--- src/rtl/swq_pkg.sv ---
package swq_pkg;
  typedef enum logic [2:0] {
    BK_STBY  = 3'd0,
    BK_SETUP = 3'd1,
    BK_HDR   = 3'd2,
    BK_TX    = 3'd3,
    BK_RX    = 3'd4,
    BK_ACK   = 3'd5
  } bus_kind_e;

  typedef enum logic [1:0] {
    OP_CMD   = 2'd0,
    OP_WRITE = 2'd1,
    OP_STAT  = 2'd2,
    OP_PROBE = 2'd3
  } op_e;

  typedef enum logic [1:0] {
    RC_OK   = 2'd0,
    RC_NACK = 2'd1,
    RC_TMO  = 2'd2
  } rc_e;

  typedef enum logic [2:0] {
    ST_IDLE, ST_PRE, ST_HDR, ST_DEV, ST_CMD, ST_OPND, ST_RD, ST_ACK
  } st_e;
endpackage

--- src/rtl/swq_history.sv ---
module swq_history #(
  parameter int BYTE_W = 8
) (
  input  logic              clk,
  input  logic              rst,
  input  logic              upd,
  input  logic [BYTE_W-1:0] upd_dev,
  input  logic              upd_clean,
  input  logic [BYTE_W-1:0] q_dev,
  input  logic              q_force,
  output logic              need_stby
);
  logic [BYTE_W-1:0] last_dev;
  logic              clean;

  always_ff @(posedge clk) begin
    if (rst) begin
      last_dev <= '0;
      clean    <= 1'b0;
    end else if (upd) begin
      last_dev <= upd_dev;
      clean    <= upd_clean;
    end
  end

  // a standby pulse is needed unless the same device closed cleanly last time
  assign need_stby = q_force | ~clean | (q_dev != last_dev);
endmodule

--- src/rtl/swq_poll_ctr.sv ---
module swq_poll_ctr #(
  parameter int POLL_MAX = 8,
  localparam int CW = (POLL_MAX > 2) ? $clog2(POLL_MAX) : 1
) (
  input  logic clk,
  input  logic rst,
  input  logic clr,
  input  logic inc,
  output logic at_limit
);
  localparam logic [CW-1:0] LAST = CW'(POLL_MAX - 1);
  logic [CW-1:0] cnt;

  always_ff @(posedge clk) begin
    if (rst || clr) cnt <= '0;
    else if (inc && !at_limit) cnt <= cnt + 1'b1;
  end

  // reads already spent equals POLL_MAX-1: the read being judged is the last one
  assign at_limit = (cnt == LAST);
endmodule

--- src/rtl/swq_top.sv ---
module swq_top
  import swq_pkg::*;
#(
  parameter int          BYTE_W    = 8,
  parameter int          LEN_W     = 4,
  parameter int          POLL_MAX  = 8,
  parameter int          WIP_BIT   = 0,
  parameter logic [7:0]  RDSR_CODE = 8'h05
) (
  input  logic              clk,
  input  logic              rst,
  input  logic              req_valid,
  output logic              req_ready,
  input  logic [1:0]        req_op,
  input  logic [BYTE_W-1:0] req_dev,
  input  logic [BYTE_W-1:0] req_cmd,
  input  logic [LEN_W-1:0]  req_len,
  input  logic [BYTE_W-1:0] wr_byte,
  output logic              wr_take,
  output logic              done,
  output logic [1:0]        done_code,
  output logic [BYTE_W-1:0] done_data,
  output logic              bus_valid,
  output logic [2:0]        bus_kind,
  output logic [BYTE_W-1:0] bus_tx,
  output logic              bus_mak,
  input  logic              bus_done,
  input  logic              bus_sak,
  input  logic [BYTE_W-1:0] bus_rx
);
  localparam logic [BYTE_W-1:0] RDSR_B = BYTE_W'(RDSR_CODE);

  st_e               st, nxt_c;
  op_e               op_q;
  logic [BYTE_W-1:0] dev_q, cmd_q, rx_q;
  logic [LEN_W-1:0]  left_q;
  logic              pend, polling, amak_q, amak_c;
  rc_e               acode_q, acode_c, fin_code_c;
  logic              fin_c, cmd_end_c, dec_c, inc_c, poll_set_c;
  logic              hist_upd, hist_clean, need_stby, at_limit;
  logic              ev;
  bus_kind_e         iss_kind;
  logic [BYTE_W-1:0] iss_byte;
  logic              iss_mak;

  assign ev = pend & bus_done;

  swq_history #(.BYTE_W(BYTE_W)) hist_i (
    .clk(clk), .rst(rst), .upd(hist_upd), .upd_dev(dev_q),
    .upd_clean(hist_clean), .q_dev(dev_q), .q_force(op_q == OP_PROBE),
    .need_stby(need_stby)
  );

  swq_poll_ctr #(.POLL_MAX(POLL_MAX)) poll_i (
    .clk(clk), .rst(rst), .clr(poll_set_c), .inc(inc_c), .at_limit(at_limit)
  );

  // action to issue for the current state
  always_comb begin
    iss_kind = BK_HDR;
    iss_byte = '0;
    iss_mak  = 1'b0;
    unique case (st)
      ST_PRE:  iss_kind = (!polling && need_stby) ? BK_STBY : BK_SETUP;
      ST_HDR:  iss_kind = BK_HDR;
      ST_DEV: begin
        iss_kind = BK_TX;
        iss_byte = dev_q;
        iss_mak  = (op_q != OP_PROBE);
      end
      ST_CMD: begin
        iss_kind = BK_TX;
        if (polling || op_q == OP_STAT) begin
          iss_byte = RDSR_B;
          iss_mak  = 1'b1;
        end else begin
          iss_byte = cmd_q;
          iss_mak  = (left_q != '0);
        end
      end
      ST_OPND: begin
        iss_kind = BK_TX;
        iss_byte = wr_byte;
        iss_mak  = (left_q != LEN_W'(1));
      end
      ST_RD:   iss_kind = BK_RX;
      ST_ACK: begin
        iss_kind = BK_ACK;
        iss_mak  = amak_q;
      end
      default: iss_kind = BK_HDR;
    endcase
  end

  // reaction to a finished action
  always_comb begin
    nxt_c      = st;
    fin_c      = 1'b0;
    fin_code_c = RC_OK;
    cmd_end_c  = 1'b0;
    dec_c      = 1'b0;
    inc_c      = 1'b0;
    poll_set_c = 1'b0;
    amak_c     = amak_q;
    acode_c    = acode_q;
    if (ev) begin
      unique case (st)
        ST_PRE: nxt_c = ST_HDR;
        ST_HDR: nxt_c = ST_DEV;
        ST_DEV: begin
          if (!bus_sak) begin
            fin_c = 1'b1; fin_code_c = RC_NACK;
          end else if (op_q == OP_PROBE) begin
            fin_c = 1'b1;
          end else begin
            nxt_c = ST_CMD;
          end
        end
        ST_CMD: begin
          if (!bus_sak) begin
            fin_c = 1'b1; fin_code_c = RC_NACK;
          end else if (polling || op_q == OP_STAT) begin
            nxt_c = ST_RD;
          end else if (left_q != '0) begin
            nxt_c = ST_OPND;
          end else begin
            cmd_end_c = 1'b1;
          end
        end
        ST_OPND: begin
          if (!bus_sak) begin
            fin_c = 1'b1; fin_code_c = RC_NACK;
          end else begin
            dec_c = 1'b1;
            if (left_q == LEN_W'(1)) cmd_end_c = 1'b1;
            else nxt_c = ST_OPND;
          end
        end
        ST_RD: begin
          nxt_c = ST_ACK;
          if (!polling) begin
            amak_c = 1'b0; acode_c = RC_OK;
          end else if (!bus_rx[WIP_BIT]) begin
            amak_c = 1'b0; acode_c = RC_OK;
          end else if (at_limit) begin
            amak_c = 1'b0; acode_c = RC_TMO;
          end else begin
            amak_c = 1'b1; acode_c = RC_OK; inc_c = 1'b1;
          end
        end
        ST_ACK: begin
          if (!bus_sak) begin
            fin_c = 1'b1; fin_code_c = RC_NACK;
          end else if (amak_q) begin
            nxt_c = ST_RD;
          end else begin
            fin_c = 1'b1; fin_code_c = acode_q;
          end
        end
        default: nxt_c = ST_IDLE;
      endcase
      if (cmd_end_c) begin
        if (op_q == OP_WRITE) begin
          poll_set_c = 1'b1;
          nxt_c      = ST_PRE;
        end else begin
          fin_c = 1'b1;
        end
      end
    end
  end

  always_ff @(posedge clk) begin
    if (rst) begin
      st         <= ST_IDLE;
      pend       <= 1'b0;
      polling    <= 1'b0;
      op_q       <= OP_CMD;
      dev_q      <= '0;
      cmd_q      <= '0;
      left_q     <= '0;
      rx_q       <= '0;
      amak_q     <= 1'b0;
      acode_q    <= RC_OK;
      req_ready  <= 1'b1;
      done       <= 1'b0;
      done_code  <= '0;
      done_data  <= '0;
      wr_take    <= 1'b0;
      bus_valid  <= 1'b0;
      bus_kind   <= '0;
      bus_tx     <= '0;
      bus_mak    <= 1'b0;
      hist_upd   <= 1'b0;
      hist_clean <= 1'b0;
    end else begin
      done     <= 1'b0;
      wr_take  <= 1'b0;
      hist_upd <= 1'b0;
      if (st == ST_IDLE) begin
        if (req_valid && req_ready) begin
          op_q      <= op_e'(req_op);
          dev_q     <= req_dev;
          cmd_q     <= req_cmd;
          left_q    <= req_len;
          rx_q      <= '0;
          polling   <= 1'b0;
          req_ready <= 1'b0;
          st        <= ST_PRE;
        end
      end else if (!pend) begin
        pend      <= 1'b1;
        bus_valid <= 1'b1;
        bus_kind  <= iss_kind;
        bus_tx    <= iss_byte;
        bus_mak   <= iss_mak;
        if (st == ST_OPND) wr_take <= 1'b1;
      end else if (bus_done) begin
        pend      <= 1'b0;
        bus_valid <= 1'b0;
        amak_q    <= amak_c;
        acode_q   <= acode_c;
        if (st == ST_RD) rx_q <= bus_rx;
        if (dec_c) left_q <= left_q - 1'b1;
        if (poll_set_c) polling <= 1'b1;
        if (fin_c) begin
          st         <= ST_IDLE;
          done       <= 1'b1;
          done_code  <= fin_code_c;
          done_data  <= rx_q;
          req_ready  <= 1'b1;
          hist_upd   <= 1'b1;
          hist_clean <= (fin_code_c != RC_NACK);
        end else begin
          st <= nxt_c;
        end
      end
    end
  end
endmodule

--- config.mk ---
export PLATFORM = sky130hd
export DESIGN_NAME = swq_top
export DESIGN_NICKNAME = d
export VERILOG_FILES = /design/src/rtl/swq_pkg.sv /design/src/rtl/swq_history.sv /design/src/rtl/swq_poll_ctr.sv /design/src/rtl/swq_top.sv
export SDC_FILE = /design/constraint.sdc
export NUM_CORES = 1
export LEC_CHECK = 0
export BUFFER_PORTS_ARGS = -buffer_cell sky130_fd_sc_hd__buf_2
export CORE_MARGIN = 8
export CORE_UTILIZATION = 54
export CTS_CLUSTER_DIAMETER = 120
export DETAILED_ROUTE_END_ITERATION = 8
export PLACE_DENSITY = 0.83
export SKIP_CTS_REPAIR_TIMING = 1
export SYNTH_ARGS = -nofsm -noshare
export SYNTH_HDL_FRONTEND = slang
export SYNTH_SLANG_ARGS = --single-unit
--- constraint.sdc ---
create_clock -name clk -period 2.6 [get_ports clk]
set_clock_uncertainty 0.15 [all_clocks]
set_input_delay 0.13 -clock clk [delete_from_list [all_inputs] [get_ports clk]]
set_output_delay 0.13 -clock clk [all_outputs]
set_load 0.005 [all_outputs]
# [Yosys cells after proc, flatten, opt, wreduce, memory -nomap -nowiden]
# Index checks and enable logic that the tools add are counted.
[totals] reg_bits=77 input_bits=43 elab_cells=164
[classes] add_sub_neg=2 n_eq_ne=18 n_mux=84 bitwise_logic=7 n_reduce_logical=30
[op_table] operator="$mux 3" n=17
[op_table] operator="$mux 8" n=6
[op_table] operator="$mux 1" n=43
[op_table] operator="$pmux 8 s3" n=1
[op_table] operator="$reduce_and 4->1" n=6
[op_table] operator="$pmux 3 s7" n=1
[op_table] operator="$mux 4" n=5
[op_table] operator="$eq 3x3->1 const B" n=5
[op_table] operator="$mux 2" n=6
[op_table] operator="$pmux 3 s4" n=1
[op_table] operator="$reduce_bool 2->1" n=6
[op_table] operator="$ne 8x8->1" n=1
[op_table] operator="$eq 3x2->1 const B" n=2
[op_table] operator="$reduce_and 2->1" n=3
[op_table] operator="$reduce_or 3->1" n=2
[op_table] operator="$reduce_and 5->1" n=1
[op_table] operator="$eq 2x2->1 const B" n=2
[op_table] operator="$eq 4x1->1 const B" n=1
[op_table] operator="$ne 2x1->1 const B" n=2
[op_table] operator="$ne 2x2->1 const B" n=2
[op_table] operator="$ne 4x1->1 const B" n=1
[op_table] operator="$not 1->1" n=4
[op_table] operator="$pmux 1 s4" n=1
[op_table] operator="$pmux 2 s2" n=1
[op_table] operator="other kinds (16)" n=21

# [Logic depth before layout (Yosys ltp)]
# Gate-level depths: netlist of the first run.
[depth] depth_word=12 mapped_depth=8

# [Cells and area by module]
# A second synthesis of the first run with hierarchy kept.
[unflattened] cells_unflattened=418 area_unflattened_um2=3553.4
[by_module_without_submodules] mod="swq_top" instances=1 cells_per_inst=365 area_per_inst_um2=3001.6 seq_area_each_um2=1281.2
[by_module_without_submodules] mod="swq_history" instances=1 cells_per_inst=41 area_per_inst_um2=409.1 seq_area_each_um2=180.2
[by_module_without_submodules] mod="swq_poll_ctr" instances=1 cells_per_inst=12 area_per_inst_um2=142.6 seq_area_each_um2=60.1

# [Worst setup path before layout of the first run]
# No wires, ideal clock.
[synth_path] kind="reg2reg" start="reg st[2]" end="reg st[0]" arrival_ps=1533 required_time_ps=2324 path_slack_ps=791 path_stages_with_launch=8 n_path_buf=2 cell_sequence="dfxtp_1 -> buf_6 -> and2b_1 -> and3_1 -> clkbuf_1 -> a221o_1 -> a211oi_1 -> nor3b_2"
[synth_via] elab_chain_len=10 elab_cells_between_ends=28
[synth_rtl] item="start: declaration" line_no="swq_top.sv:33" text="st_e st, nxt_c;"
[synth_rtl] item="start signal: assignment" line_no="swq_top.sv:235" text="st <= nxt_c;"
[synth_rtl] item="$eq 3x3->1" line_no="swq_top.sv:107" text="unique case (st)"
[synth_rtl] item="$reduce_or 2->1 (no source line)"
[synth_rtl] item="$pmux 1 s3" line_no="swq_top.sv:107"
[synth_rtl] item="$mux 1" line_no="swq_top.sv:163" text="if (op_q == OP_WRITE) begin"
[synth_rtl] item="$mux 1" line_no="swq_top.sv:162" text="if (cmd_end_c) begin"
[synth_rtl] item="$mux 1" line_no="swq_top.sv:106" text="if (ev) begin"
[synth_rtl] item="$mux 3" line_no="swq_top.sv:226" text="if (fin_c) begin"
[synth_rtl] item="$mux 3" line_no="swq_top.sv:218" text="end else if (bus_done) begin"
[synth_rtl] item="$mux 3" line_no="swq_top.sv:211" text="end else if (!pend) begin"
[synth_rtl] item="$mux 3" line_no="swq_top.sv:200" text="if (st == ST_IDLE) begin"
# Several ways; a longest one is shown, not always the timed one. The select of a mux whose other input is x is not followed.
# A chain may end at the register's enable or synchronous reset.

# [Worst setup path after layout of the first run]
[layout_path] start="reg st[2]" end="reg left_q[0]"
[layout_via] elab_chain_len=5 elab_cells_between_ends=10
[layout_rtl] item="$eq 3x3->1" line_no="swq_top.sv:107"
[layout_rtl] item="$mux 1" line_no="swq_top.sv:107"
[layout_rtl] item="$mux 1" line_no="swq_top.sv:106"
[layout_rtl] item="$reduce_bool 2->1 (no source line)"
[layout_rtl] item="$reduce_and 4->1 (no source line)"
[layout_rtl] item="end signal: assignment" line_no="swq_top.sv:205" text="left_q <= req_len;"
[layout_rtl] item="end signal: assignment" line_no="swq_top.sv:224" text="if (dec_c) left_q <= left_q - 1'b1;"
[layout_rtl] item="end: declaration" line_no="swq_top.sv:36" text="logic [LEN_W-1:0] left_q;"
# Several ways; a longest one is shown, not always the timed one.

==> flow_metrics.py, run 1 <==
metrics = {
    "route": {
        "viasPerCell": 5.72,
        "drt-total-wl_um": 9040,
        "m1WireLength_um": 3980,
        "route.detailed.drc": 0,
        "drt_iter0_drc": 371,
        "top_layer": "met4",
        "final_antenna_net_count": 0,
        "met3WireLength_um": 818,
        "first_pass_iters": 5,
        "num_vias": 3192,
        "route.met2.wl_um": 4120,
        "wl_per_cell_um": 16.2,
    },
    "outcome": {
        "status": "finished with violations",
        "violations": "negative hold slack",
    },
    "cts": {
        "cts_tree": "done",
        "clock_sinks": 76,
        "root_buffer": "clkbuf_8",
        "cts_buffers": 9,
        "path_clk_slew_ns": 0.08,
        "clockBufferDepth": 2,
        "clk_latency_ns": 0.34,
        "h-tree-depth": 3,
    },
    "synthesis": {
        "synth_simple_gate_area_share_pct": 21.5,
        "muxShareOfSynthArea_pct": 3.28,
        "synth_seq_cells": 76,
        "synth.distinct_cells": 53,
        "yosys.area.top_type": "dfxtp_1",
        "synth_fa_ha_area_share_pct": 1.87,
        "synth-compound-area-share_pct": 21.2,
        "syn_nets": 435,
        "synthXorXnorAreaFrac_pct": 2.35,
        "netlist_instances": 387,
        "synth_top_family_by_area": "simple AND/OR/NAND/NOR gates",
        "ys.flop_type": "dfxtp_1",
        "synth_edf_count": 0,
        "netlist.area_leader.share_pct": 45.4,
        "async_flop_share_pct": 0,
        "yosysWarnings": 0,
        "ys_seq_area_share_pct": 45.4,
        "synthTopCellsByArea": "dfxtp_1, nand2_1, a21oi_1",
        "syn-cell-area_um2": 3350,
        "avgSynthCellArea_um2": 8.66,
    },
    "power_and_ir_drop": {
        "leakage_nw": 1.72,
        "power_frac_clock_pct": 39.4,
        "seq_power_share_pct": 47.4,
        "internal_power_mw": 1.97,
        "p_sw_share_pct": 25.5,
        "power_frac_comb_pct": 13.2,
        "peakVddDrop_mv": 0.356,
        "p_sw_mw": 0.675,
        "cellPowerDensity_nw_per_um2": 625,
    },
    "setup_path": {
        "critical_path_buf_inv_count": 1,
        "critPathKind": "flop to flop",
        "r2r_start": "st[2]$_SDFFE_PP0P_",
        "cp.depth": 6,
        "cp_slowest_cell": "dfxtp_1",
        "r2r_setup_slack_ns": 0.26,
        "r2r_end": "left_q[0]$_SDFFE_PP0P_",
        "critPathMaxFanout": 19,
        "start_kind": "flop",
        "cp_top_family": "flip-flops",
        "cpPeakStageDelay_ns": 0.70,
        "worst_ep_arrival_time_ns": 2.42,
        "crit_chain": "nor3_1 -> buf_4 -> and3_1 -> a31oi_2 -> nor2_1 -> o221a_2",
        "required_ns": 2.68,
        "end_kind": "flop",
        "worstRegToRegCells": 6,
    },
    "timing": {
        "drv_slew": 0,
        "setup_violations": 0,
        "maxSlewHeadroom_pct": 60.5,
        "fin_crit_ns": 2.34,
        "grt_setup_unrepaired": "false",
        "hold_viol": 1,
        "whs_ns": -0.0247,
        "period_share_pct": 89.8,
        "fmax_ghz": 0.428,
        "tightest_slew_ns": 0.590,
        "tns_ns": 0,
        "setup_ws_ns": 0.264,
    },
    "final_layout": {
        "antenna_cells": 0,
        "regArea_um2": 1520,
        "multi_input_area_um2": 1680,
        "nets": 526,
        "area_delta_synth_final_pct": 26.3,
        "design_area_um2": 4230,
        "n_fill_cell": 481,
        "drive_gt1_share_pct": 21.3,
        "fin_util_pct": 71.1,
    },
    "global_route": {
        "antenna_found_initial": 0,
        "grt_usage_pct": 19.9,
        "grt_pass1_vias": 3009,
        "grt_pass1_wl_um": 14400,
        "grt_max_degree": 23,
        "overflow": 0,
    },
    "placement": {
        "place_hpwl_um": 6290,
        "gp_congestion": 0.959,
        "io_buffers": 68,
        "pre_cts_slack_ns": 0.352,
        "place_area_um2": 3740,
    },
    "hold_path": {
        "holdCritPathClass": "input port to flop",
        "min_to": "left_q[3]$_SDFFE_PP0P_",
        "hold_depth": 4,
        "min_from": "req_len[3]",
    },
    "floorplan": {
        "rows": 28,
        "dieArea_um2": 8980,
        "io_pins": 69,
        "initial_core_util_pct": 56.3,
        "core_um2": 5960,
        "die_width_um": 94.8,
        "die_h_um": 94.8,
    },
    "job": {
        "cap_violations": 0,
    },
}
-- synthesized netlist by cell type (all sizes together), types with 2 or more instances --
| cell | number |
|---|---|
| dfxtp | 76 |
| nand2 | 69 |
| a21oi | 43 |
| nor2 | 42 |
| clkbuf | 15 |
| nand3 | 13 |
| mux2i | 11 |
| a22o | 10 |
| buf | 9 |
| a211oi | 8 |
| a2bb2oi | 7 |
| a222oi | 6 |
| inv | 6 |
| xnor2 | 6 |
| a21o | 5 |
| ha | 5 |
| nor3 | 5 |
| nand2b | 4 |
| nand4 | 4 |
| o21ai | 4 |
| a31oi | 3 |
| and3 | 3 |
| nor3b | 3 |
| nor4 | 3 |
| o221ai | 3 |
| xor2 | 3 |
| a32oi | 2 |
| nand3b | 2 |
| nor2b | 2 |
| or3 | 2 |
-- worst register-to-register path, cell delays in order (launching register included) --
cell	delay (ns)
dfxtp_1	0.70
nor3_1	0.24
buf_4	0.22
and3_1	0.22
a31oi_2	0.35
nor2_1	0.09
o221a_2	0.27
-- how the worst max path moves through the flow --
stage	start	endpoint	slack, ns
final	st[2]$_SDFFE_PP0P_	left_q[0]$_SDFFE_PP0P_	0.26
after global routing	st[2]$_SDFFE_PP0P_	st[0]$_SDFFE_PP0P_	0.12
after CTS	st[2]$_SDFFE_PP0P_	left_q[0]$_SDFFE_PP0P_	0.33
after detailed placement	st[2]$_SDFFE_PP0P_	left_q[0]$_SDFFE_PP0P_	0.35
after global placement	st[2]$_SDFFE_PP0P_	left_q[0]$_SDFFE_PP0P_	0.42
after floorplan	st[2]$_SDFFE_PP0P_	st[0]$_SDFFE_PP0P_	0.79
-- area by class of cell --
type | instances | area share [%]
clock buffers | 13 | 3.99
clock inverters | 3 | 1.60
inverters | 6 | 0.532
multi-input cells | 281 | 39.8
flip-flops and latches | 76 | 35.9
well taps | 75 | 2.22
repair buffers | 104 | 16.0
-- through the flow --
step	total power, mW	instances
floorplan	1.49	387
global placement	1.59	516
detailed placement	1.59	516
CTS	2.61	532
global route	2.75	558
finish	2.64	558
-- sequential cells by signal, summed over array words and instances (netlist names), 2 cells and up --
signal           cells
bus_tx               8
cmd_q                8
dev_q                8
done_data            8
hist_i.last_dev      8
rx_q                 8
left_q               4
bus_kind             3
poll_i.cnt           3
st                   3
done_code            2
op_q                 2
-- power groups by stage --
stage | Combinational, mW | Sequential (mW) | Clock [mW]
3_5_place_dp | 0.312 | 1.28 | 0
2_1_floorplan | 0.228 | 1.26 | 0
3_3_place_gp | 0.307 | 1.28 | 0
5_1_grt | 0.387 | 1.26 | 1.10
4_1_cts | 0.314 | 1.25 | 1.05
6_report | 0.349 | 1.25 | 1.04
-- routing by layer --
metal  GRT usage, %  vias up
met4           6.76        0
met3           5.56       15
li1               -     1557
met2           29.7      137
met1           26.8     1483
met5              0        -
-- logic make-up (layout without fill, tap and decap cells) --
family / count (synthesis) / count (layout)
buffers and inverters: 30 / 126
multiplexers: 11 / 11
adder cells (fa/ha/maj): 5 / 5
AO/OA/AOI/OAI: 100 / 100
flip-flops: 76 / 76
XOR/XNOR: 9 / 9
AND/OR/NAND/NOR: 156 / 156
-- layout by cell type (no fill, tap or decap), types with 2 or more instances in the layout --
| master | count |
|---|---|
| xnor2_1 | 6 |
| ha_1 | 5 |
| a2bb2oi_1 | 7 |
| o221ai_1 | 3 |
| a31oi_1 | 2 |
| a32oi_1 | 2 |
| dfxtp_1 | 76 |
| nor3b_1 | 2 |
| nand3b_1 | 2 |
| a21oi_1 | 43 |
| nand2_1 | 68 |
| nand3_1 | 13 |
| mux2i_1 | 11 |
| buf_2 | 68 |
| and3_1 | 3 |
| clkbuf_8 | 12 |
| inv_1 | 6 |
| a211oi_1 | 7 |
| nor4_1 | 3 |
| bufinv_16 | 2 |
| buf_4 | 10 |
| dlygate4sd3_1 | 26 |
| nand4_1 | 3 |
| nor2b_1 | 2 |
| a222oi_1 | 6 |
| xor2_1 | 3 |
| a22o_1 | 10 |
| or3_1 | 2 |
| nand2b_1 | 4 |
| a21o_1 | 5 |
| o21ai_0 | 3 |
| nor3_1 | 3 |
| nor2_1 | 42 |
(Power assumes the default switching activity.)
==> run 2: changes to the inputs <==
- CORE_UTILIZATION: 54 -> 55
- SYNTH_HIERARCHICAL: default -> 1
==> flow_metrics.py, run 2 <==
metrics = {
    "final_layout": {
        "regArea_um2": 1520,
        "area_delta_synth_final_pct": 22.7,
        "layout_common_cells": "dfxtp_1, buf_2, nand2_1",
        "multi_input_area_um2": 1870,
        "n_fill_cell": 478,
        "design_area_um2": 4360,
        "antenna_cells": 0,
        "drive_gt1_share_pct": 20.7,
        "nets": 546,
        "layout_commonest_cell": "dfxtp_1",
    },
    "setup_path": {
        "end_kind": "flop",
        "critPathKind": "flop to flop",
        "start_kind": "flop",
        "required_ns": 2.73,
        "worst_ep_arrival_time_ns": 2.33,
        "critPathMaxFanout": 10,
        "r2r_start": "left_q[0]$_SDFFE_PP0P_",
        "r2r_setup_slack_ns": 0.40,
        "worstRegToRegCells": 8,
        "r2r_end": "done_data[5]$_SDFFE_PP0P_",
    },
    "timing": {
        "tightest_slew_ns": 0.556,
        "maxSlewHeadroom_pct": 62.9,
        "whs_ns": 0.00459,
        "hold_viol": 0,
        "period_share_pct": 84.6,
        "setup_violations": 0,
        "fmax_ghz": 0.455,
        "setup_ws_ns": 0.401,
        "tns_ns": 0,
        "fin_crit_ns": 2.20,
        "grt_setup_unrepaired": "false",
        "drv_slew": 0,
    },
    "synthesis": {
        "synth_edf_count": 0,
        "yosysWarnings": 6,
        "synth_most_common_cell": "dfxtp_1",
        "synth_seq_cells": 76,
        "netlist_instances": 418,
        "ys.flop_type": "dfxtp_1",
        "ys_seq_area_share_pct": 42.8,
        "synth.distinct_cells": 58,
        "async_flop_share_pct": 0,
        "synthTopCellsByArea": "dfxtp_1, nand2_1, a21oi_1",
        "syn_nets": 466,
        "yosys.area.top_type": "dfxtp_1",
        "syn-cell-area_um2": 3550,
        "yosys-top-cells-count": "dfxtp_1, nand2_1, a21oi_1",
        "netlist.area_leader.share_pct": 42.8,
        "avgSynthCellArea_um2": 8.50,
    },
    "placement": {
        "place_hpwl_um": 6330,
        "gp_congestion": 0.906,
        "place_area_um2": 3930,
        "pre_cts_slack_ns": 0.419,
        "io_buffers": 68,
    },
    "cts": {
        "clk_latency_ns": 0.35,
        "cts_buffers": 9,
        "path_clk_slew_ns": 0.07,
        "cts_tree": "done",
        "h-tree-depth": 3,
        "clock_sinks": 76,
        "root_buffer": "clkbuf_8",
        "clockBufferDepth": 2,
    },
    "global_route": {
        "grt_pass1_wl_um": 14600,
        "overflow": 0,
        "grt_pass1_vias": 3135,
        "grt_max_degree": 36,
        "grt_usage_pct": 20.0,
        "antenna_found_initial": 0,
    },
    "hold_path": {
        "min_to": "left_q[2]$_SDFFE_PP0P_",
        "holdCritPathClass": "input port to flop",
        "min_from": "req_len[2]",
        "hold_depth": 4,
    },
    "power_and_ir_drop": {
        "leakage_nw": 1.76,
        "peakVddDrop_mv": 0.448,
        "cellPowerDensity_nw_per_um2": 761,
    },
    "route": {
        "wl_per_cell_um": 16.5,
        "route.detailed.drc": 0,
        "first_pass_iters": 5,
        "final_antenna_net_count": 0,
        "drt_iter0_drc": 301,
        "num_vias": 3388,
        "drt-total-wl_um": 9580,
        "viasPerCell": 5.84,
    },
    "floorplan": {
        "die_width_um": 96.4,
        "initial_core_util_pct": 56.3,
        "io_pins": 69,
        "rows": 29,
        "die_h_um": 96.4,
        "dieArea_um2": 9290,
        "core_um2": 6310,
    },
    "job": {
        "cap_violations": 0,
    },
    "outcome": {
        "status": "finished, final reports clean",
    },
}
[run 2: cell types whose count changed after synthesis, sizes merged, moves of 8 or more]
cell / delta
nand2: -9
o21ai: +11
a22oi: +17
mux2i: +8
a22o: -10
nor4b: +8
[run 2: routing by layer]
layer / global-route usage, % / share of wire [%] / wire length [um] / vias to the layer above
met5: 0 / 0 / 0 / -
met4: 9.33 / 2.4 / 231 / 0
met3: 5.18 / 8.1 / 774 / 23
met2: 31.2 / 48 / 4610 / 151
met1: 25.3 / 41 / 3960 / 1585
li1: - / - / - / 1629
[run 2: worst max-delay path, cell delays in order, from the launching register on]
cell,delay [ns]
dfxtp_1,0.35
inv_1,0.09
ha_1,0.13
or3b_4,0.40
o31ai_4,0.20
and4b_1,0.27
o21a_1,0.12
buf_4,0.21
mux2i_1,0.20
[run 2: kinds of logic (layout without fill, tap and decap cells)]
kind of cell / Yosys count / after routing / share of synthesized area [%]
DFF: 76 / 76 / 42.8
buffers and inverters: 39 / 124 / 4.82
AOI/OAI and AO/OA: 107 / 107 / 20.0
muxes: 20 / 20 / 5.67
adders and majority gates: 5 / 5 / 1.76
xor gates and xnor gates: 9 / 9 / 2.22
and+or+nand+nor: 162 / 162 / 22.7
[run 2: through the flow]
step | util [%] | power (mW) | std cells
after detailed placement | 62.3 | 2.31 | 543
after global placement | 62.3 | 2.28 | 543
after global routing | 69.1 | 3.50 | 580
final | 69.1 | 3.32 | 580
after CTS | 65.7 | 3.28 | 559
after floorplan | - | 2.08 | 418
[run 2: worst max-delay path by stage]
| stage | from | end | slack (ns) |
|---|---|---|---|
| after CTS | left_q[0]$_SDFFE_PP0P_ | done_data[4]$_SDFFE_PP0P_ | 0.39 |
| after floorplan | left_q[0]$_SDFFE_PP0P_ | done_data[0]$_SDFFE_PP0P_ | 0.60 |
| final | left_q[0]$_SDFFE_PP0P_ | done_data[5]$_SDFFE_PP0P_ | 0.40 |
| after global placement | left_q[0]$_SDFFE_PP0P_ | done_data[7]$_SDFFE_PP0P_ | 0.49 |
| after detailed placement | left_q[0]$_SDFFE_PP0P_ | done_data[4]$_SDFFE_PP0P_ | 0.42 |
| after global routing | pend$_SDFFE_PP0N_ | poll_i/cnt[2]$_SDFFE_PP0P_ | 0.25 |
[run 2: area by class of cell]
class	count	share of cell area, %
clock buffer	12	3.33
sequential	76	34.9
inverter	9	0.775
timing repair buffer	99	14.3
multi-input combinational	303	42.8
tap	77	2.21
clock inverter	4	1.66
[run 2: where the power goes]
group          switching, mW  internal, mW
registers              0.131          1.27
clock network          0.421         0.566
logic                  0.592         0.342
total                   1.14          2.18
==> run 3: changes to the inputs <==
- clock period: 2.6 -> 2.2 ns (I/O delays scaled with it)
==> flow_metrics.py, run 3 (same netlist as run 2, synthesis figures left out) <==
metrics = {
    "timing": {
        "tightest_slew_ns": 0.572,
        "setup_violations": 0,
        "grt_setup_unrepaired": "true",
        "whs_ns": -0.0186,
        "fmax_ghz": 0.459,
        "setup_ws_ns": 0.0199,
        "fin_crit_ns": 2.18,
        "hold_viol": 1,
        "maxSlewHeadroom_pct": 61.8,
        "drv_slew": 0,
        "period_share_pct": 99.1,
    },
    "placement": {
        "io_buffers": 68,
        "pre_cts_slack_ns": -0.00876,
        "gp_congestion": 1.00,
        "place_hpwl_um": 6700,
    },
    "setup_path": {
        "required_ns": 2.30,
        "worst_ep_arrival_time_ns": 2.28,
        "cp_slowest_cell": "or3b_4",
        "start_kind": "flop",
        "cpPeakStageDelay_ns": 0.40,
        "end_kind": "flop",
        "critPathMaxFanout": 4,
        "critPathKind": "flop to flop",
        "crit_chain": "inv_2 -> ha_4 -> or3b_4 -> o31ai_4 -> and4b_1 -> buf_4 -> o21ai_4 -> mux2_4",
    },
    "cts": {
        "cts_buffers": 9,
        "clock_sinks": 76,
        "clockBufferDepth": 2,
        "cts_tree": "done",
        "clk_latency_ns": 0.36,
        "h-tree-depth": 3,
        "path_clk_slew_ns": 0.08,
        "root_buffer": "clkbuf_8",
    },
    "route": {
        "drt-total-wl_um": 10400,
        "wl_per_cell_um": 17.4,
        "final_antenna_net_count": 0,
        "drt_iter0_drc": 321,
        "num_vias": 3533,
        "route.met2.wl_um": 4870,
        "m1WireLength_um": 4310,
        "route.detailed.drc": 0,
        "viasPerCell": 5.90,
        "met3WireLength_um": 946,
        "first_pass_iters": 5,
        "top_layer": "met4",
    },
    "power_and_ir_drop": {
        "leakage_nw": 1.84,
        "peakVddDrop_mv": 0.625,
        "power_mw": 4.03,
        "power_frac_clock_pct": 26.5,
        "cellPowerDensity_nw_per_um2": 887,
        "internal_power_mw": 2.55,
        "p_sw_share_pct": 36.8,
        "p_sw_mw": 1.48,
        "power_frac_comb_pct": 32.6,
        "seq_power_share_pct": 40.9,
    },
    "global_route": {
        "grt_pass1_vias": 3159,
        "grt_pass1_wl_um": 14800,
        "antenna_found_initial": 2,
        "grt_usage_pct": 20.4,
        "overflow": 0,
        "grt_max_degree": 29,
    },
    "floorplan": {
        "dieArea_um2": 9290,
        "initial_core_util_pct": 56.3,
        "die_h_um": 96.4,
        "io_pins": 69,
        "core_um2": 6310,
        "rows": 29,
        "die_width_um": 96.4,
    },
    "outcome": {
        "violations": "negative hold slack",
        "status": "finished with violations",
    },
    "final_layout": {
        "area_delta_synth_final_pct": 27.8,
        "drive_gt1_share_pct": 24.6,
        "layout_commonest_cell": "dfxtp_1",
        "n_fill_cell": 460,
        "layout_common_cells": "dfxtp_1, buf_2, nand2_1",
        "nets": 563,
    },
    "hold_path": {
        "holdCritPathClass": "input port to flop",
    },
    "job": {
        "cap_violations": 0,
    },
}
run 3: cell type report:
type,instances,area [um^2],share of cell area [%]
Clock inverter,5,61.3,1.35
Inverter,9,36.3,0.799
Clock buffer,11,131,2.89
Sequential cell,76,1530,33.6
Tap cell,77,96.3,2.12
Multi-Input combinational cell,303,1900,41.8
Antenna cell,2,5.00,0.110
Timing Repair Buffer,116,786,17.3
run 3: metal layers:
layer | global-route usage, % | vias to the layer above
met5 | 0 | -
met4 | 7.94 | 0
met3 | 5.10 | 27
met2 | 32.2 | 194
met1 | 26.2 | 1644
li1 | - | 1668
run 3: final timing paths:
kind | from | endpoint | slack [ns] | depth (start not counted)
max | left_q[1]$_SDFFE_PP0P_ | done_code[0]$_SDFFE_PP0P_ | 0.02 | 8
min | req_len[3] | left_q[3]$_SDFFE_PP0P_ | -0.02 | 4
max reg2reg | left_q[1]$_SDFFE_PP0P_ | done_code[0]$_SDFFE_PP0P_ | 0.02 | 8
min reg2reg | done_data[0]$_SDFFE_PP0P_ | done_data[0]$_SDFFE_PP0P_ | 0.31 | 2
run 3: worst max-delay path, delay by kind of cell, from the launching register on:
kind | cells | cell delay, ns
simple gates | 2 | 0.65
flops | 1 | 0.33
compound gates | 2 | 0.32
mux | 1 | 0.30
buf+inv | 2 | 0.20
fa+ha+maj | 1 | 0.13
run 3: power by group through the flow:
stage,sequential (mW),combinational [mW],clock (mW)
finish,1.65,1.31,1.07
global route,1.66,1.41,1.13
CTS,1.63,1.16,1.07
detailed placement,1.66,1.16,0
global placement,1.66,1.13,0
floorplan,1.61,0.840,0
run 3: through the flow:
step / utilization, % / TNS [ns] / area [um^2] / cells
floorplan: - / 0 / 3550 / 418
finish: 71.9 / 0 / 4540 / 599
global route: 71.9 / -0.294 / 4540 / 599
detailed placement: 63.7 / -0.0143 / 4020 / 553
global placement: 63.7 / 0 / 4020 / 553
CTS: 66.7 / -0.0433 / 4210 / 569
